--- config.mk ---
export PLATFORM = sky130hd
export DESIGN_NAME = fce_chip_erase
export DESIGN_NICKNAME = d
export VERILOG_FILES = /design/src/rtl/fce_pkg.sv /design/src/rtl/fce_cmd_decode.sv /design/src/rtl/fce_walker.sv /design/src/rtl/fce_status_bank.sv /design/src/rtl/fce_chip_erase.sv
export SDC_FILE = /design/constraint.sdc
export NUM_CORES = 1
export LEC_CHECK = 0
export BUFFER_PORTS_ARGS = -buffer_cell sky130_fd_sc_hd__buf_2
export CORE_ASPECT_RATIO = 1.4
export CORE_UTILIZATION = 30
export DETAILED_ROUTE_END_ITERATION = 10
export PLACE_DENSITY = 0.61
export SETUP_SLACK_MARGIN = 0.4
export SYNTH_ARGS = -nofsm -noshare
export SYNTH_HDL_FRONTEND = slang
export SYNTH_SLANG_ARGS = --single-unit
--- constraint.sdc ---
create_clock -name clk -period 2.5 [get_ports clk]
set_clock_uncertainty 0.05 [all_clocks]
set_input_delay 0.5 -clock clk [delete_from_list [all_inputs] [get_ports clk]]
set_output_delay 0.5 -clock clk [all_outputs]
set_load 0.1 [all_outputs]
--- src/rtl/fce_pkg.sv ---
package fce_pkg;

    localparam logic [7:0] OP_ERASE_ALL = 8'h30;
    localparam logic [7:0] OP_CONFIRM   = 8'hD0;
    localparam logic [7:0] OP_CLR_STAT  = 8'h50;
    localparam logic [7:0] OP_RD_ARRAY  = 8'hFF;
    localparam logic [7:0] OP_RD_STAT   = 8'h70;

    // sticky error flags held per partition
    typedef struct packed {
        logic erase_err;   // SR bit 5
        logic seq_err;     // SR bit 4
        logic supply_err;  // SR bit 3
        logic lock_err;    // SR bit 1
    } err_bits_t;

    typedef enum logic [1:0] {
        W_IDLE,
        W_SCAN,
        W_ERASE
    } walk_state_t;

    // decoded command events for one cycle
    typedef struct packed {
        logic go;
        logic bad_seq;
        logic clr;
        logic rd_array;
        logic rd_stat;
    } cmd_evt_t;

    function automatic logic [7:0] pack_sr(input logic ready, input err_bits_t e);
        return {ready, 1'b0, e.erase_err, e.seq_err, e.supply_err, 1'b0, e.lock_err, 1'b0};
    endfunction

    function automatic err_bits_t err_or(input err_bits_t a, input err_bits_t b);
        return err_bits_t'(a | b);
    endfunction

endpackage

--- src/rtl/fce_cmd_decode.sv ---
module fce_cmd_decode
    import fce_pkg::*;
#(
    parameter int PART_W = 2
) (
    input  logic              clk,
    input  logic              rst,
    input  logic              cmd_we,
    input  logic [7:0]        cmd_data,
    input  logic [PART_W-1:0] cmd_part,
    input  logic              seq_busy,
    input  logic              engine_busy_other,
    output cmd_evt_t          evt,
    output logic [PART_W-1:0] evt_part
);

    logic armed;
    logic take;

    assign take     = cmd_we && !seq_busy;
    assign evt_part = cmd_part;

    always_ff @(posedge clk) begin
        if (rst) begin
            armed <= 1'b0;
        end else if (take) begin
            armed <= !armed && (cmd_data == OP_ERASE_ALL);
        end
    end

    always_comb begin
        evt = '0;
        if (take) begin
            if (armed) begin
                if (cmd_data == OP_CONFIRM) begin
                    evt.go = !engine_busy_other;
                end else begin
                    evt.bad_seq = 1'b1;
                end
            end else begin
                case (cmd_data)
                    OP_CLR_STAT: evt.clr      = 1'b1;
                    OP_RD_ARRAY: evt.rd_array = 1'b1;
                    OP_RD_STAT:  evt.rd_stat  = 1'b1;
                    default:     evt          = '0;
                endcase
            end
        end
    end

endmodule

--- src/rtl/fce_walker.sv ---
module fce_walker
    import fce_pkg::*;
#(
    parameter int NUM_BLOCKS   = 8,
    parameter int ERASE_CYCLES = 4,
    localparam int IDX_W = (NUM_BLOCKS > 1) ? $clog2(NUM_BLOCKS) : 1,
    localparam int CNT_W = (ERASE_CYCLES > 1) ? $clog2(ERASE_CYCLES) : 1
) (
    input  logic                  clk,
    input  logic                  rst,
    input  logic                  go,
    input  logic [NUM_BLOCKS-1:0] lock_bits,
    input  logic                  vpp_ok,
    input  logic [NUM_BLOCKS-1:0] err_inject,
    output logic                  busy,
    output logic                  erasing,
    output logic [IDX_W-1:0]      blk_idx,
    output logic                  done_vld,
    output logic [IDX_W-1:0]      done_idx,
    output err_bits_t             fault
);

    localparam logic [IDX_W-1:0] LAST_IDX = IDX_W'(NUM_BLOCKS - 1);
    localparam logic [CNT_W-1:0] LAST_CNT = CNT_W'(ERASE_CYCLES - 1);

    walk_state_t      state;
    logic [IDX_W-1:0] idx;
    logic [CNT_W-1:0] cnt;
    logic             all_locked;
    logic             at_last;
    logic             slot_end;

    assign all_locked = &lock_bits;
    assign at_last    = (idx == LAST_IDX);
    assign slot_end   = (state == W_ERASE) && (cnt == LAST_CNT);
    assign busy       = (state != W_IDLE);
    assign erasing    = (state == W_ERASE);
    assign blk_idx    = idx;

    always_comb begin
        fault = '0;
        if (state == W_IDLE && go) begin
            if (!vpp_ok) begin
                fault.erase_err  = 1'b1;
                fault.supply_err = 1'b1;
            end else if (all_locked) begin
                fault.erase_err = 1'b1;
                fault.lock_err  = 1'b1;
            end
        end
        if (slot_end && err_inject[idx]) begin
            fault.erase_err = 1'b1;
        end
    end

    always_ff @(posedge clk) begin
        if (rst) begin
            state    <= W_IDLE;
            idx      <= '0;
            cnt      <= '0;
            done_vld <= 1'b0;
            done_idx <= '0;
        end else begin
            done_vld <= 1'b0;
            case (state)
                W_IDLE: begin
                    if (go && vpp_ok && !all_locked) begin
                        state <= W_SCAN;
                        idx   <= '0;
                    end
                end
                W_SCAN: begin
                    if (lock_bits[idx]) begin
                        if (at_last) state <= W_IDLE;
                        else         idx   <= idx + 1'b1;
                    end else begin
                        state <= W_ERASE;
                        cnt   <= '0;
                    end
                end
                W_ERASE: begin
                    if (cnt == LAST_CNT) begin
                        if (err_inject[idx]) begin
                            state <= W_IDLE;
                        end else begin
                            done_vld <= 1'b1;
                            done_idx <= idx;
                            if (at_last) begin
                                state <= W_IDLE;
                            end else begin
                                idx   <= idx + 1'b1;
                                state <= W_SCAN;
                            end
                        end
                    end else begin
                        cnt <= cnt + 1'b1;
                    end
                end
                default: state <= W_IDLE;
            endcase
        end
    end

endmodule

--- src/rtl/fce_status_bank.sv ---
module fce_status_bank
    import fce_pkg::*;
#(
    parameter int NUM_PARTS = 4,
    parameter int PART_W    = 2
) (
    input  logic                   clk,
    input  logic                   rst,
    input  err_bits_t              set_mask,
    input  logic                   to_status_all,
    input  logic                   clr,
    input  logic                   rd_array,
    input  logic                   rd_stat,
    input  logic [PART_W-1:0]      part,
    input  logic                   ready,
    output logic [NUM_PARTS*8-1:0] sr_flat,
    output logic [NUM_PARTS-1:0]   stat_mode
);

    for (genvar p = 0; p < NUM_PARTS; p++) begin : g_part
        err_bits_t err_q;
        logic      hit;

        assign hit = (part == PART_W'(p));

        always_ff @(posedge clk) begin
            if (rst) begin
                err_q        <= '0;
                stat_mode[p] <= 1'b0;
            end else begin
                err_q <= err_or((clr && hit) ? err_bits_t'('0) : err_q, set_mask);
                if (to_status_all) begin
                    stat_mode[p] <= 1'b1;
                end else if (rd_array && hit) begin
                    stat_mode[p] <= 1'b0;
                end else if ((rd_stat || clr) && hit) begin
                    stat_mode[p] <= 1'b1;
                end
            end
        end

        assign sr_flat[p*8 +: 8] = pack_sr(ready, err_q);
    end

endmodule

--- src/rtl/fce_chip_erase.sv ---
module fce_chip_erase
    import fce_pkg::*;
#(
    parameter int NUM_BLOCKS   = 8,
    parameter int NUM_PARTS    = 4,
    parameter int ERASE_CYCLES = 4,
    parameter int DATA_W       = 16,
    localparam int PART_W = (NUM_PARTS > 1) ? $clog2(NUM_PARTS) : 1,
    localparam int IDX_W  = (NUM_BLOCKS > 1) ? $clog2(NUM_BLOCKS) : 1
) (
    input  logic                   clk,
    input  logic                   rst,
    input  logic                   cmd_we,
    input  logic [7:0]             cmd_data,
    input  logic [PART_W-1:0]      cmd_part,
    input  logic                   engine_busy_other,
    input  logic [NUM_BLOCKS-1:0]  lock_bits,
    input  logic                   vpp_ok,
    input  logic [NUM_BLOCKS-1:0]  err_inject,
    input  logic [PART_W-1:0]      rd_part,
    input  logic [DATA_W-1:0]      array_rdata,
    output logic [DATA_W-1:0]      rd_data,
    output logic [NUM_PARTS*8-1:0] status_flat,
    output logic                   erase_busy,
    output logic                   erase_active,
    output logic [IDX_W-1:0]       erase_blk,
    output logic                   blk_done_vld,
    output logic [IDX_W-1:0]       blk_done_idx
);

    cmd_evt_t            evt;
    logic [PART_W-1:0]   evt_part;
    err_bits_t           walk_fault;
    err_bits_t           seq_fault;
    err_bits_t           set_mask;
    logic [NUM_PARTS-1:0] stat_mode;
    logic [7:0]          sel_sr;
    logic                show_status;

    fce_cmd_decode #(.PART_W(PART_W)) u_dec (
        .clk               (clk),
        .rst               (rst),
        .cmd_we            (cmd_we),
        .cmd_data          (cmd_data),
        .cmd_part          (cmd_part),
        .seq_busy          (erase_busy),
        .engine_busy_other (engine_busy_other),
        .evt               (evt),
        .evt_part          (evt_part)
    );

    fce_walker #(
        .NUM_BLOCKS   (NUM_BLOCKS),
        .ERASE_CYCLES (ERASE_CYCLES)
    ) u_walk (
        .clk        (clk),
        .rst        (rst),
        .go         (evt.go),
        .lock_bits  (lock_bits),
        .vpp_ok     (vpp_ok),
        .err_inject (err_inject),
        .busy       (erase_busy),
        .erasing    (erase_active),
        .blk_idx    (erase_blk),
        .done_vld   (blk_done_vld),
        .done_idx   (blk_done_idx),
        .fault      (walk_fault)
    );

    always_comb begin
        seq_fault           = '0;
        seq_fault.erase_err = evt.bad_seq;
        seq_fault.seq_err   = evt.bad_seq;
    end

    assign set_mask = err_or(walk_fault, seq_fault);

    fce_status_bank #(
        .NUM_PARTS (NUM_PARTS),
        .PART_W    (PART_W)
    ) u_stat (
        .clk           (clk),
        .rst           (rst),
        .set_mask      (set_mask),
        .to_status_all (evt.go || evt.bad_seq || (|set_mask)),
        .clr           (evt.clr),
        .rd_array      (evt.rd_array),
        .rd_stat       (evt.rd_stat),
        .part          (evt_part),
        .ready         (!erase_busy),
        .sr_flat       (status_flat),
        .stat_mode     (stat_mode)
    );

    assign sel_sr      = status_flat[rd_part*8 +: 8];
    assign show_status = erase_busy || stat_mode[rd_part];
    assign rd_data     = show_status ? DATA_W'(sel_sr) : array_rdata;

endmodule

### Word level (Yosys, flattened, before mapping)

Cells that the tools add are included.

| word-level totals | value |
|---|---|
| register bits after elaboration | 32 |
| latch bits | 0 |
| bits in writable memories | 0 |
| memory bits (read-only) | 0 |
| bits of input ports | 49 |
| output and inout bits | 57 |
| logic and storage cells | 156 |
| memories | 0 |

| cells by class | value |
|---|---|
| add/sub/neg operators | 2 |
| multiply operators | 0 |
| div/mod/pow operators | 0 |
| magnitude comparators | 2 |
| eq/ne operators | 19 |
| shift operators | 1 |
| mux-type cells | 55 |
| bitwise gates (word level) | 8 |
| reductions and logical operators | 43 |

Operator list:

| kind | number |
|---|---|
| variable part select 32 x 6 -> 8 bit | 1 |
| 2-to-1 mux 1 bit | 28 |
| bitwise OR 4 bit | 5 |
| logical AND 1 bit | 19 |
| 2-to-1 mux 2 bit | 9 |
| 2-to-1 mux 3 bit | 6 |
| equality test 8 x 7 -> 1 bit, second input constant | 2 |
| equality test 8 bit, second input constant | 2 |
| 2-to-1 mux 16 bit | 1 |
| 2-to-1 mux 4 bit | 4 |
| nonzero test 3 bit | 5 |
| case mux 3 bit (3 select lines) | 1 |
| AND reduction 3 bit | 3 |
| equality test 2 bit, second input constant | 4 |
| equality test 8 x 6 -> 1 bit, second input constant | 1 |
| inequality test 2 bit, second input constant | 4 |
| AND reduction 8 bit | 1 |
| binary-select mux 1 bit (select 3 bit) | 2 |
| case mux 2 bit (3 select lines) | 1 |
| 2-to-1 mux 5 bit | 1 |
| AND reduction 5 bit | 1 |
| equality test 2 x 1 -> 1 bit, second input constant | 2 |
| zero test 1 bit | 4 |
| zero test 2 bit | 2 |
| other kinds (14) | 21 |

### Depth between registers and ports, before layout

Gate-level depths: netlist of the first run.

| depth | value |
|---|---|
| word-level depth | 11 |
| gate-level depth with buffers | 7 |
| mapped depth without buffers | 7 |

### Hierarchy

A second synthesis of the first run with hierarchy kept.

| unflattened totals | value |
|---|---|
| cell total of the unflattened synthesis | 251 |
| area total of the unflattened synthesis | 2339.7 um^2 |

Modules (own cells, without submodules):

| module | times used | cells each | area each (um^2) | sequential area each (um^2) |
|---|---|---|---|---|
| fce_walker | 1 | 101 | 879.6 | 220.2 |
| fce_status_bank | 1 | 92 | 810.8 | 400.4 |
| fce_chip_erase | 1 | 37 | 493.0 | 0.0 |
| fce_cmd_decode | 1 | 21 | 156.4 | 20.0 |

### Worst setup path before layout of the first run

OpenSTA, ideal clock, no wires.

| path | value |
|---|---|
| path kind | reg-to-output |
| start point | reg u_walk.state[0] |
| end point | out rd_data[0] |
| arrival | 2.615 ns |
| required time | 1.950 ns |
| setup slack | -0.665 ns |
| cell stages (with the launch flop) | 7 |
| buffers on the path | 1 |
| cells stage by stage | dfxtp_1 -> inv_1 -> ha_1 -> inv_1 -> nor2_1 -> clkbuf_1 -> and2_1 |

| between the ends | value |
|---|---|
| cells in the longest elaborated chain, start to end | 3 |

Ends and longest elaborated chain:

| item | RTL line | source |
|---|---|---|
| from (decl) | fce_walker.sv:26 | `walk_state_t state;` |
| from (signal assigned) | fce_walker.sv:58 | `state <= W_IDLE;` |
| from (signal assigned) | fce_walker.sv:68 | `state <= W_SCAN;` |
| from (signal assigned) | fce_walker.sv:74 | `if (at_last) state <= W_IDLE;` |
| nonzero test 2 bit | fce_walker.sv:36 | `assign busy = (state != W_IDLE);` |
| net erase_busy | fce_chip_erase.sv:24 | `output logic erase_busy,` |
| logical OR 1 bit | fce_chip_erase.sv:96 | `assign show_status = erase_busy \|\| stat_mode[rd_part];` |
| 2-to-1 mux 16 bit | fce_chip_erase.sv:97 | `assign rd_data = show_status ? DATA_W'(sel_sr) : array_rdata;` |
| to (decl) | fce_chip_erase.sv:22 | `output logic [DATA_W-1:0] rd_data,` |

The timed path passes the listed nets, and every way through them passes these cells.

### Worst setup path after layout of the first run

| path | value |
|---|---|
| start point | in rd_part[1] |
| end point | out rd_data[10] |

| between the ends | value |
|---|---|
| cells in the longest elaborated chain, start to end | 4 |

Ends and longest elaborated chain:

| item | RTL line | source |
|---|---|---|
| from (decl) | fce_chip_erase.sv:20 | `input logic [PART_W-1:0] rd_part,` |
| binary-select mux 1 bit (select 2 bit) | fce_chip_erase.sv:96 |  |
| 2-to-1 mux 1 bit (not written as such) | fce_chip_erase.sv:96 |  |
| logical OR 1 bit | fce_chip_erase.sv:96 |  |
| 2-to-1 mux 16 bit | fce_chip_erase.sv:97 |  |

No other way between the ends. The select of a mux whose other input is x is not followed.

==> out/qor.yml, run 1 <==
yosys.area.top_type: "sky130_fd_sc_hd__dfxtp_1"
ys_seq_elements: 32
ys_top_cells_by_area: "sky130_fd_sc_hd__dfxtp_1 32%, sky130_fd_sc_hd__a21oi_1 7.2%, sky130_fd_sc_hd__mux4_2 6.7%"
dieArea_um2: 7055
yosysWarningCount: 0
finalSetupViolCount: 0
postPlaceCellArea_um2: 2838
numCtsBuffers: 5
fp.dieH_um: 98.99
worst_path_max_delay_cell: "sky130_fd_sc_hd__mux4_2"
critPathBufInv: 4
cts.root.buffer_cell: "sky130_fd_sc_hd__clkbuf_8"
grt_start_max_net_pins: 33
synth_cell_type_count: 43
post_layout_nonfiller_instances: 412
cp_slowest_stage_delay_ns: 0.55
grt_first_pass_wirelength_mm: 8.880
timing.final.max_slew_violations: 0
fp-row-count: 35
final_antenna_net_count: 0
final_net_count: 393
max-slew-margin-rel_pct: 45.00
postCtsHoldBufs: 0
dp_hpwl_mm: 4.336
cts.sink_count: 32
synth_area_um2: 2016
worstPathMaxFanout: 3
path_clk_slew_ns: 0.07
timing.critical_path.cells: "buf_8 > mux4_2 > buf_4 > nor2_4 > buf_4 > and2_4 > buf_12"
place_inst: 398
worst-endpoint-arrival_ns: 1.85
timing.hold.worst.class: "register to register"
drive_gt1_share_pct: 47.93
crit_type: "primary input to primary output"
timing.final.crit_period_ns: 2.404
finish.utilization_pct: 47.34
synth_sequential_area_ratio_pct: 31.78
path_depth: 7
most_numerous_cell_on_the_critical_path: "sky130_fd_sc_hd__buf_4"
reg2regPathDepth: 8
power.static_leakage_uw: 0.001369
rsz0062_at_grt: "true"
cp.required_ns: 1.95
vias_in_the_first_global_route: 1956
vdd.ir_drop.worst_mv: 0.3102
final_cell_area_um2: 3089
drtPass1Iterations: 7
max_freq_ghz: 0.4159
wire_length_on_met1_mm: 1.974
io_pins: 106
timing.critical_path.from_type: "primary input"
groute.usage.overall_pct: 15.62
synthesized_area_per_cell_um2: 8.651
met2_wirelength_mm: 3.153
post_synth_most_frequent_cells: "32 x sky130_fd_sc_hd__dfxtp_1, 29 x sky130_fd_sc_hd__a21oi_1, 25 x sky130_fd_sc_hd__nand2_1"
fraction_of_synthesis_flops_using_an_asynchronous_set_or_reset_pin_pct: 0
worstSkewPairLatency_ns: 0.28
starting_density_of_the_core_pct: 30.89
n_diodes: 0
dominantRegCellSynth: "sky130_fd_sc_hd__dfxtp_1"
end_kind: "primary output"
synth_edf_count: 0
violations: "DRC"
timing_hold_violations_final: 0
hold_path_depth: 2
cells_after_synth: 233
detailed_route_wirelength_on_metal3_um: 382
clock_tree_from_tritoncts: "done"
status: "complete, but fails checks"
gpl.final_weighted_congestion: 0.8066
timing.max_cap.violations: 0
mean_routed_wirelength_per_cell_um: 13.49
port_buffers: 93
drc: 14
final.period_utilization_pct: 96.17
synth_top_area_share_pct: 31.78
critical-path-top-delay-family: "buffers and inverters"
route.vias.total: 2114
die_width_um: 71.28
grt_antenna_before_repair: 0
timing.setup.tns_ns: 0
drt_iter0_markers: 84
clockBufferDepth: 2
syn_to_final_growth_pct: 53.26
final_wl_mm: 5.556
placeableCoreArea_um2: 6525
cts-htree-levels: 2
yosysMostFrequentCell: "sky130_fd_sc_hd__dfxtp_1"
vias_per_std_cell: 5.131
cell_pwr_density_nw_per_um2: 454.9
highest_layer: "met4"
worstMarginPinSlew_ns: 0.8180
global_route.overflow_total: 0
## kinds of logic after synthesis
| family | Yosys count | synth area share, % |
|---|---|---|
| and+or+nand+nor | 89 | 24.21 |
| AOI/OAI and AO/OA | 54 | 16.51 |
| DFF | 32 | 31.78 |
| buffers and inverters | 30 | 8.939 |
| muxes | 20 | 14.03 |
| adders and majority gates | 7 | 4.345 |
| other | 1 | 0.1860 |
## power breakdown
group / internal [uW] / total, uW / switching [uW]
clock network: 352 / 542 / 191
registers: 508 / 508 / 0.220
logic: 112 / 355 / 243
total: 972 / 1410 / 434
## routing by layer
metal,vias up,track usage (%)
met2,84,31.58
met1,996,15.67
met4,0,3.538
met3,6,3.476
met5,-,0
li1,1028,-
## placed cells by master, fill, tap and decap left out, types with 2 or more instances in the layout
master / count
sky130_fd_sc_hd__o31ai_1: 3
sky130_fd_sc_hd__buf_2: 75
sky130_fd_sc_hd__mux2_4: 4
sky130_fd_sc_hd__and2_1: 2
sky130_fd_sc_hd__mux2_2: 2
sky130_fd_sc_hd__dfxtp_4: 2
sky130_fd_sc_hd__inv_1: 5
sky130_fd_sc_hd__a21o_1: 3
sky130_fd_sc_hd__or4_1: 3
sky130_fd_sc_hd__conb_1: 12
sky130_fd_sc_hd__o211ai_1: 2
sky130_fd_sc_hd__inv_2: 2
sky130_fd_sc_hd__mux2i_1: 8
sky130_fd_sc_hd__o41ai_1: 2
sky130_fd_sc_hd__buf_6: 3
sky130_fd_sc_hd__a21oi_1: 29
sky130_fd_sc_hd__and2_4: 11
sky130_fd_sc_hd__nor2_4: 3
sky130_fd_sc_hd__nor2b_1: 6
sky130_fd_sc_hd__nand3_1: 6
sky130_fd_sc_hd__mux4_2: 6
sky130_fd_sc_hd__dfxtp_1: 26
sky130_fd_sc_hd__nand2b_1: 3
sky130_fd_sc_hd__buf_12: 15
sky130_fd_sc_hd__nor4_1: 2
sky130_fd_sc_hd__o311ai_2: 2
sky130_fd_sc_hd__o21ai_0: 4
sky130_fd_sc_hd__nand2_1: 25
sky130_fd_sc_hd__buf_4: 13
sky130_fd_sc_hd__dfxtp_2: 4
sky130_fd_sc_hd__nand3b_1: 3
sky130_fd_sc_hd__clkbuf_8: 7
sky130_fd_sc_hd__nand4_1: 4
sky130_fd_sc_hd__nor2_1: 13
sky130_fd_sc_hd__ha_1: 6
## through the flow
stage / setup slack [ns] / hold WS [ns] / total power [uW]
floorplan: -0.01062 / 0.3984 / 771.9
global placement: 0.009269 / 0.3917 / 869.2
detailed placement: -0.01854 / 0.4014 / 871.0
CTS: 0.08083 / 0.4109 / 1416
global route: 0.04751 / 0.4381 / 1450
finish: 0.09575 / 0.4100 / 1405
## layout make-up
cell class              count  area (um2)
multi-input cells         183        1361
repair buffers            107       822.0
well taps                  74       92.59
clock inverters             1       30.03
inverters                   8       33.78
clock buffers               7       96.34
flip-flops and latches     32       653.1
fillers                   632        3436
## tightest hold or removal path, cell delays in order, from the launching register on
cell and delay, ns:
sky130_fd_sc_hd__dfxtp_1 0.31, sky130_fd_sc_hd__nand2_1 0.05, sky130_fd_sc_hd__a21oi_1 0.06
## flip-flops by register name, summed over array words and instances, names as in the netlist
register and count:
u_walk.done_idx 3, u_stat.sr_flat 16, u_stat.stat_mode 4, u_walk.done_vld 1, u_walk.cnt 2, u_walk.blk_idx 3
u_dec.armed 1, u_walk.state 2
## final timing paths
path                                           end          startpoint  slack [ns]
worst max-delay path                   rd_data[10]          rd_part[1]         0.1
worst min-delay path            u_walk.done_idx[2]  u_walk.done_idx[2]        0.41
worst max register to register     u_walk.state[1]     u_walk.state[1]        0.30
worst min register to register  u_walk.done_idx[2]  u_walk.done_idx[2]        0.41
## what timing repair did
action,in CTS,in global routing
pin swaps,1,0
gates cloned,1,0
resized for setup,11,11
setup endpoints to repair,21,28
setup buffers,1,4
Power figures use the tool's default switching activity.
==> inputs of run 2 (changes only) <==
Settings changed: MAX_ROUTING_LAYER from default to met4.
==> run 2 against run 1 <==
Effect of this change: the run still ends with DRC left; sequential share of layout area did not move; cell area unchanged; fmax about the same; first-iteration DRC count shrank 9.5%; hold slack barely moved; critical path depth decreased by 2; count of clock-buffer cells in the layout unchanged; critical path type unchanged.
==> out/qor.yml, run 2 (same netlist as run 1, synthesis figures left out) <==
flip_flop_count_of_the_largest_register_all_copies_and_words_added: 16  # unchanged
worst-endpoint-arrival_ns: 1.86  # about the same
timing.critical_path.from_type: "primary input"
vdd.ir_drop.worst_mv: 0.3103  # about the same
io_pins: 106  # unchanged
drc: 14  # unchanged
route.vias.total: 2123  # +0.43%
vias_per_std_cell: 5.153  # +0.43%
power.static_leakage_uw: 0.001369  # unchanged
timing.setup.tns_ns: 0  # unchanged
vias_in_the_first_global_route: 1956  # unchanged
postCtsHoldBufs: 0  # unchanged
starting_density_of_the_core_pct: 30.89  # unchanged
timing.hold.worst.class: "register to register"
drt_iter0_markers: 76  # -9.5%
totalPowerFinal_uw: 1405  # about the same
timing_hold_violations_final: 0  # unchanged
grt_first_pass_wirelength_mm: 8.887  # about the same
final_common_cell: "sky130_fd_sc_hd__buf_2"
worstSkewPairLatency_ns: 0.28  # about the same
port_buffers: 93  # unchanged
path_clk_slew_ns: 0.07  # about the same
fp.dieH_um: 98.99  # unchanged
worstPathMaxFanout: 5  # +2
fp-row-count: 35  # unchanged
cts-htree-levels: 2  # unchanged
drtPass1Iterations: 8  # +1
timing.final.max_slew_violations: 0  # unchanged
reg2regPathDepth: 8  # unchanged
crit_type: "primary input to primary output"
rr_endpoint: "u_walk.state[1]"
grt_start_max_net_pins: 33  # unchanged
end_kind: "primary output"
endpoint: "rd_data[1]"
clock_tree_from_tritoncts: "done"
global_route.overflow_total: 0  # unchanged
cts.sink_count: 32  # unchanged
mean_routed_wirelength_per_cell_um: 13.46  # -0.16%
postPlaceCellArea_um2: 2838  # unchanged
die_width_um: 71.28  # unchanged
placeableCoreArea_um2: 6525  # unchanged
cts.root.buffer_cell: "sky130_fd_sc_hd__clkbuf_8"
grt_antenna_before_repair: 0  # unchanged
timing.final.crit_period_ns: 2.407  # +0.002310 ns
clockBufferDepth: 2  # unchanged
worstMarginPinSlew_ns: 0.8349  # +0.01687 ns
final_antenna_net_count: 0  # unchanged
cp.required_ns: 1.95  # about the same
final_wl_mm: 5.547  # -0.16%
final_net_count: 393  # unchanged
timing.max_cap.violations: 0  # unchanged
hold_slack_ns: 0.4100  # -0.000006000 ns
final.period_utilization_pct: 96.26  # about the same
cell_pwr_density_nw_per_um2: 454.7  # about the same
finish.utilization_pct: 47.34  # unchanged
max-slew-margin-rel_pct: 43.87  # -1.1 points
dieArea_um2: 7055  # unchanged
syn_to_final_growth_pct: 53.26  # unchanged
numCtsBuffers: 5  # unchanged
layout.cells.most_common_list: "75 x sky130_fd_sc_hd__buf_2, 29 x sky130_fd_sc_hd__a21oi_1, 26 x sky130_fd_sc_hd__dfxtp_1"
violations: "DRC"
drive_gt1_share_pct: 47.93  # unchanged
start_of_the_worst_register_to_register_path: "u_walk.state[1]"
r2r_slack_ns: 0.31  # about the same
finalSetupViolCount: 0  # unchanged
max_freq_ghz: 0.4155  # about the same
final_cell_area_um2: 3089  # unchanged
rsz0062_at_grt: "true"
status: "complete, but fails checks"
dp_hpwl_mm: 4.336  # unchanged
n_diodes: 0  # unchanged
worstSetupStartpoint: "rd_part[1]"
gpl.final_weighted_congestion: 0.8183  # +1.5%
groute.usage.overall_pct: 16.08  # +0.46 points
[run 2: cell counts in the layout (fill, tap and decap cells not counted)]
Identical to the previous run, type by type.
[run 2: worst min-delay path by stage]
| stage | start | end | slack (ns) | cells after the start |
|---|---|---|---|---|
| floorplan | u_walk.cnt[0] | u_walk.cnt[0] | 0.40 | 1 |
| global placement | u_walk.done_idx[2] | u_walk.done_idx[2] | 0.39 | 2 |
| detailed placement | u_walk.done_idx[2] | u_walk.done_idx[2] | 0.40 | 2 |
| CTS | u_walk.done_idx[2] | u_walk.done_idx[2] | 0.41 | 2 |
| global route | u_stat.sr_flat[3] | u_stat.sr_flat[3] | 0.44 | 2 |
| finish | u_walk.done_idx[2] | u_walk.done_idx[2] | 0.41 | 2 |
[run 2: worst max-delay path, stage by stage]
cell and delay (ns):
sky130_fd_sc_hd__buf_8 0.08, sky130_fd_sc_hd__mux4_2 0.55, sky130_fd_sc_hd__nor2_4 0.22, sky130_fd_sc_hd__mux2_4 0.34, sky130_fd_sc_hd__buf_12 0.17
[run 2: final cells by class]
| class | count | area, um2 |
|---|---|---|
| clock inverter | 1 | 30.03 |
| fill | 632 | 3436 |
| clock buffer | 7 | 96.34 |
| sequential | 32 | 653.1 |
| multi-input combinational | 183 | 1361 |
| timing repair buffer | 107 | 822.0 |
| tap | 74 | 92.59 |
| inverter | 8 | 33.78 |
[run 2: where the power goes]
group / switching, uW / internal (uW) / total (uW)
clock network: 190 / 352 / 542
logic: 243 / 112 / 355
registers: 0.224 / 508 / 508
total: 433 / 972 / 1400
[run 2: routing by layer]
layer	up-vias	share of wire, %	global-route usage [%]
met5	-	0	-
li1	1029	-	-
met3	7	7.0	3.476
met2	82	57	31.58
met1	1005	35	15.67
met4	0	0.83	3.538
[run 2: repair_timing]
action	CTS	global route
gates resized for setup	11	11
buffers inserted	1	4
endpoints found under the setup margin	21	28
gates cloned	1	0
pin swaps	1	0
[run 2: stage by stage]
stage / cells / worst slack, ns
global placement: 398 / 0.009269
global route: 412 / 0.04751
finish: 412 / 0.09344
floorplan: 244 / -0.01062
CTS: 408 / 0.08083
detailed placement: 398 / -0.01854
==> inputs of run 3 (changes only) <==
Settings changed: BUFFER_PORTS_ARGS -buffer_cell sky130_fd_sc_hd__buf_2 to -buffer_cell sky130_fd_sc_hd__clkbuf_2, CORE_ASPECT_RATIO 1.4 to 1.2, CTS_CLUSTER_SIZE from default to 14.
==> run 3 against run 2 <==
Effect of this change: the run now ends clean; sequential share of layout area shrank 0.25 points; register-to-register slack better by 0.13 ns; hold slack improved by 0.0079 ns.
==> out/qor.yml, run 3 (same netlist as run 1, synthesis figures left out) <==
status: "completed"
finish.utilization_pct: 48.51  # +1.2 points
place_inst: 411  # +3.3%
final_antenna_net_count: 0  # unchanged
die_width_um: 76.83  # +7.8%
timing.critical_path.cells: "buf_8 > mux4_2 > nor2_4 > mux2_4 > buf_12"
worst-endpoint-arrival_ns: 1.87  # about the same
timing.final.max_slew_violations: 0  # unchanged
vias_per_std_cell: 4.925  # -4.4%
timing.critical_path.from_type: "primary input"
numCtsBuffers: 5  # unchanged
fp-row-count: 32  # -8.6%
cell_pwr_density_nw_per_um2: 448.6  # -1.4%
totalPowerFinal_uw: 1403  # -0.16%
path_clk_slew_ns: 0.07  # about the same
drc: 0  # -14
dieArea_um2: 7052  # about the same
vdd.ir_drop.worst_mv: 0.2217  # -29%
mean_routed_wirelength_per_cell_um: 13.35  # -0.87%
clock_tree_from_tritoncts: "done"
flip_flop_count_of_the_largest_register_all_copies_and_words_added: 16  # unchanged
final_common_cell: "sky130_fd_sc_hd__clkbuf_2"
drt_iter0_markers: 71  # -6.6%
vias_in_the_first_global_route: 1999  # +2.2%
p_clk_share_pct: 38.2  # -0.4 points
grt_first_pass_wirelength_mm: 9.114  # +2.6%
cts.sink_count: 32  # unchanged
critPathBufInv: 2  # unchanged
global_route.overflow_total: 0  # unchanged
post_layout_nonfiller_instances: 427  # +3.6%
syn_to_final_growth_pct: 55.12
regArea_um2: 653.1  # unchanged
critical-path-top-delay-family: "multiplexers"
cell_internal_pwr_uw: 974.3  # +0.28%
cp_slowest_stage_delay_ns: 0.53  # -0.02 ns
final_wl_mm: 5.699  # +2.7%
timing.final.crit_period_ns: 2.423  # +0.01675 ns
end_kind: "primary output"
max-slew-margin-rel_pct: 54.77  # +11 points
finalSetupViolCount: 0  # unchanged
worstMarginPinSlew_ns: 0.6713  # -0.1635 ns
starting_density_of_the_core_pct: 31.27  # +0.38 points
grt_start_max_net_pins: 19  # -42%
timing_hold_violations_final: 0  # unchanged
grt_antenna_before_repair: 0  # unchanged
dp_hpwl_mm: 4.584  # +5.7%
final_net_count: 397  # +1.0%
port_buffers: 93  # unchanged
power.static_leakage_uw: 0.001385  # +1.2%
drive_gt1_share_pct: 48.83  # +0.90 points
io_pins: 106  # unchanged
layout.cells.most_common_list: "75 x sky130_fd_sc_hd__clkbuf_2, 27 x sky130_fd_sc_hd__a21oi_1, 26 x sky130_fd_sc_hd__dfxtp_1"
drtPass1Iterations: 4  # -4
clockBufferDepth: 2  # unchanged
rsz0062_at_grt: "true"
timing.hold.worst.class: "register to register"
final_cell_area_um2: 3127  # +1.2%
footprint_of_the_multi_input_gates_um2: 1339  # -1.7%
worstSkewPairLatency_ns: 0.28  # about the same
gpl.final_weighted_congestion: 0.7955  # -2.8%
cts.root.buffer_cell: "sky130_fd_sc_hd__clkbuf_8"
crit_type: "primary input to primary output"
max_freq_ghz: 0.4127  # -0.69%
cts-htree-levels: 2  # unchanged
worst_path_max_delay_cell: "sky130_fd_sc_hd__mux4_2"
power.share.combinational_pct: 25.6  # +0.3 points
final.period_utilization_pct: 96.93  # +0.67 points
worstPathMaxFanout: 8  # +3
n_diodes: 0  # unchanged
fp.dieH_um: 91.79  # -7.3%
postCtsHoldBufs: 0  # unchanged
hold_slack_ns: 0.4179  # +0.007906 ns
route.vias.total: 2103  # -0.94%
groute.usage.overall_pct: 16.57  # +0.48 points
cp.required_ns: 1.95  # about the same
timing.max_cap.violations: 0  # unchanged
power_switching_uw: 428.2  # -1.1%
power.share.sequential_pct: 36.2  # about the same
placeableCoreArea_um2: 6446  # -1.2%
num-fill-cells: 628  # -0.63%
postPlaceCellArea_um2: 2882  # +1.5%
p_sw_share_pct: 30.53  # -0.30 points
run 3: cell types whose count changed in the layout (fill, tap and decap cells not counted), moves of 2 or more:
cell	change
sky130_fd_sc_hd__buf_6	-2
sky130_fd_sc_hd__o311ai_2	-2
sky130_fd_sc_hd__a21oi_1	-2
sky130_fd_sc_hd__clkbuf_2	+75
sky130_fd_sc_hd__buf_4	+4
sky130_fd_sc_hd__buf_2	-74
sky130_fd_sc_hd__a21oi_2	+2
run 3: power groups by stage:
stage	clock (uW)	sequential [uW]	combinational [uW]
finish	536	508	359
global route	572	508	373
CTS	547	508	358
detailed placement	0	521	356
global placement	0	521	354
floorplan	0	521	251
run 3: routing by layer:
metal / track usage [%] / wire length (um) / share of wire [%] / up-vias
li1: - / - / - / 1040
met1: 17.51 / 2160 / 38 / 951
met2: 30.80 / 3072 / 54 / 103
met3: 3.980 / 401 / 7.0 / 9
met4: 3.686 / 65 / 1.1 / 0
met5: - / 0 / 0 / -
run 3: final timing paths:
kind                             end                from  slack [ns]  depth (start not counted)
setup / recovery          rd_data[3]          rd_part[1]        0.08                          5
hold / removal    u_walk.done_idx[2]  u_walk.done_idx[2]        0.42                          2
setup reg to reg     u_walk.state[1]     u_walk.state[1]        0.44                          7
hold reg to reg   u_walk.done_idx[2]  u_walk.done_idx[2]        0.42                          2
run 3: final cells by class:
cell class,instances,area share [%]
inverter,8,1.080
clock inverter,1,0.9604
sequential,32,20.89
multi-input combinational,182,42.82
clock buffer,7,3.081
timing repair buffer,112,27.77
tap,85,3.401
run 3: through the flow:
step	TNS [ns]	setup slack (ns)
2_1_floorplan	-0.1095	-0.01062
3_3_place_gp	0	0.02109
3_5_place_dp	-0.03347	-0.01082
4_1_cts	0	0.04355
5_1_grt	0	0.002314
6_report	0	0.07668
run 3: what timing repair did:
action / 4_1_cts / 5_1_grt
endpoints found under the setup margin: 20 / 24
resized for setup: 5 / 11
setup buffers: 1 / 7
pin swaps: 1 / 1
run 3: worst min-delay path: stages, from the launching register on:
cell and delay [ns]:
sky130_fd_sc_hd__dfxtp_1 0.32, sky130_fd_sc_hd__nand2_1 0.05, sky130_fd_sc_hd__a21oi_1 0.05
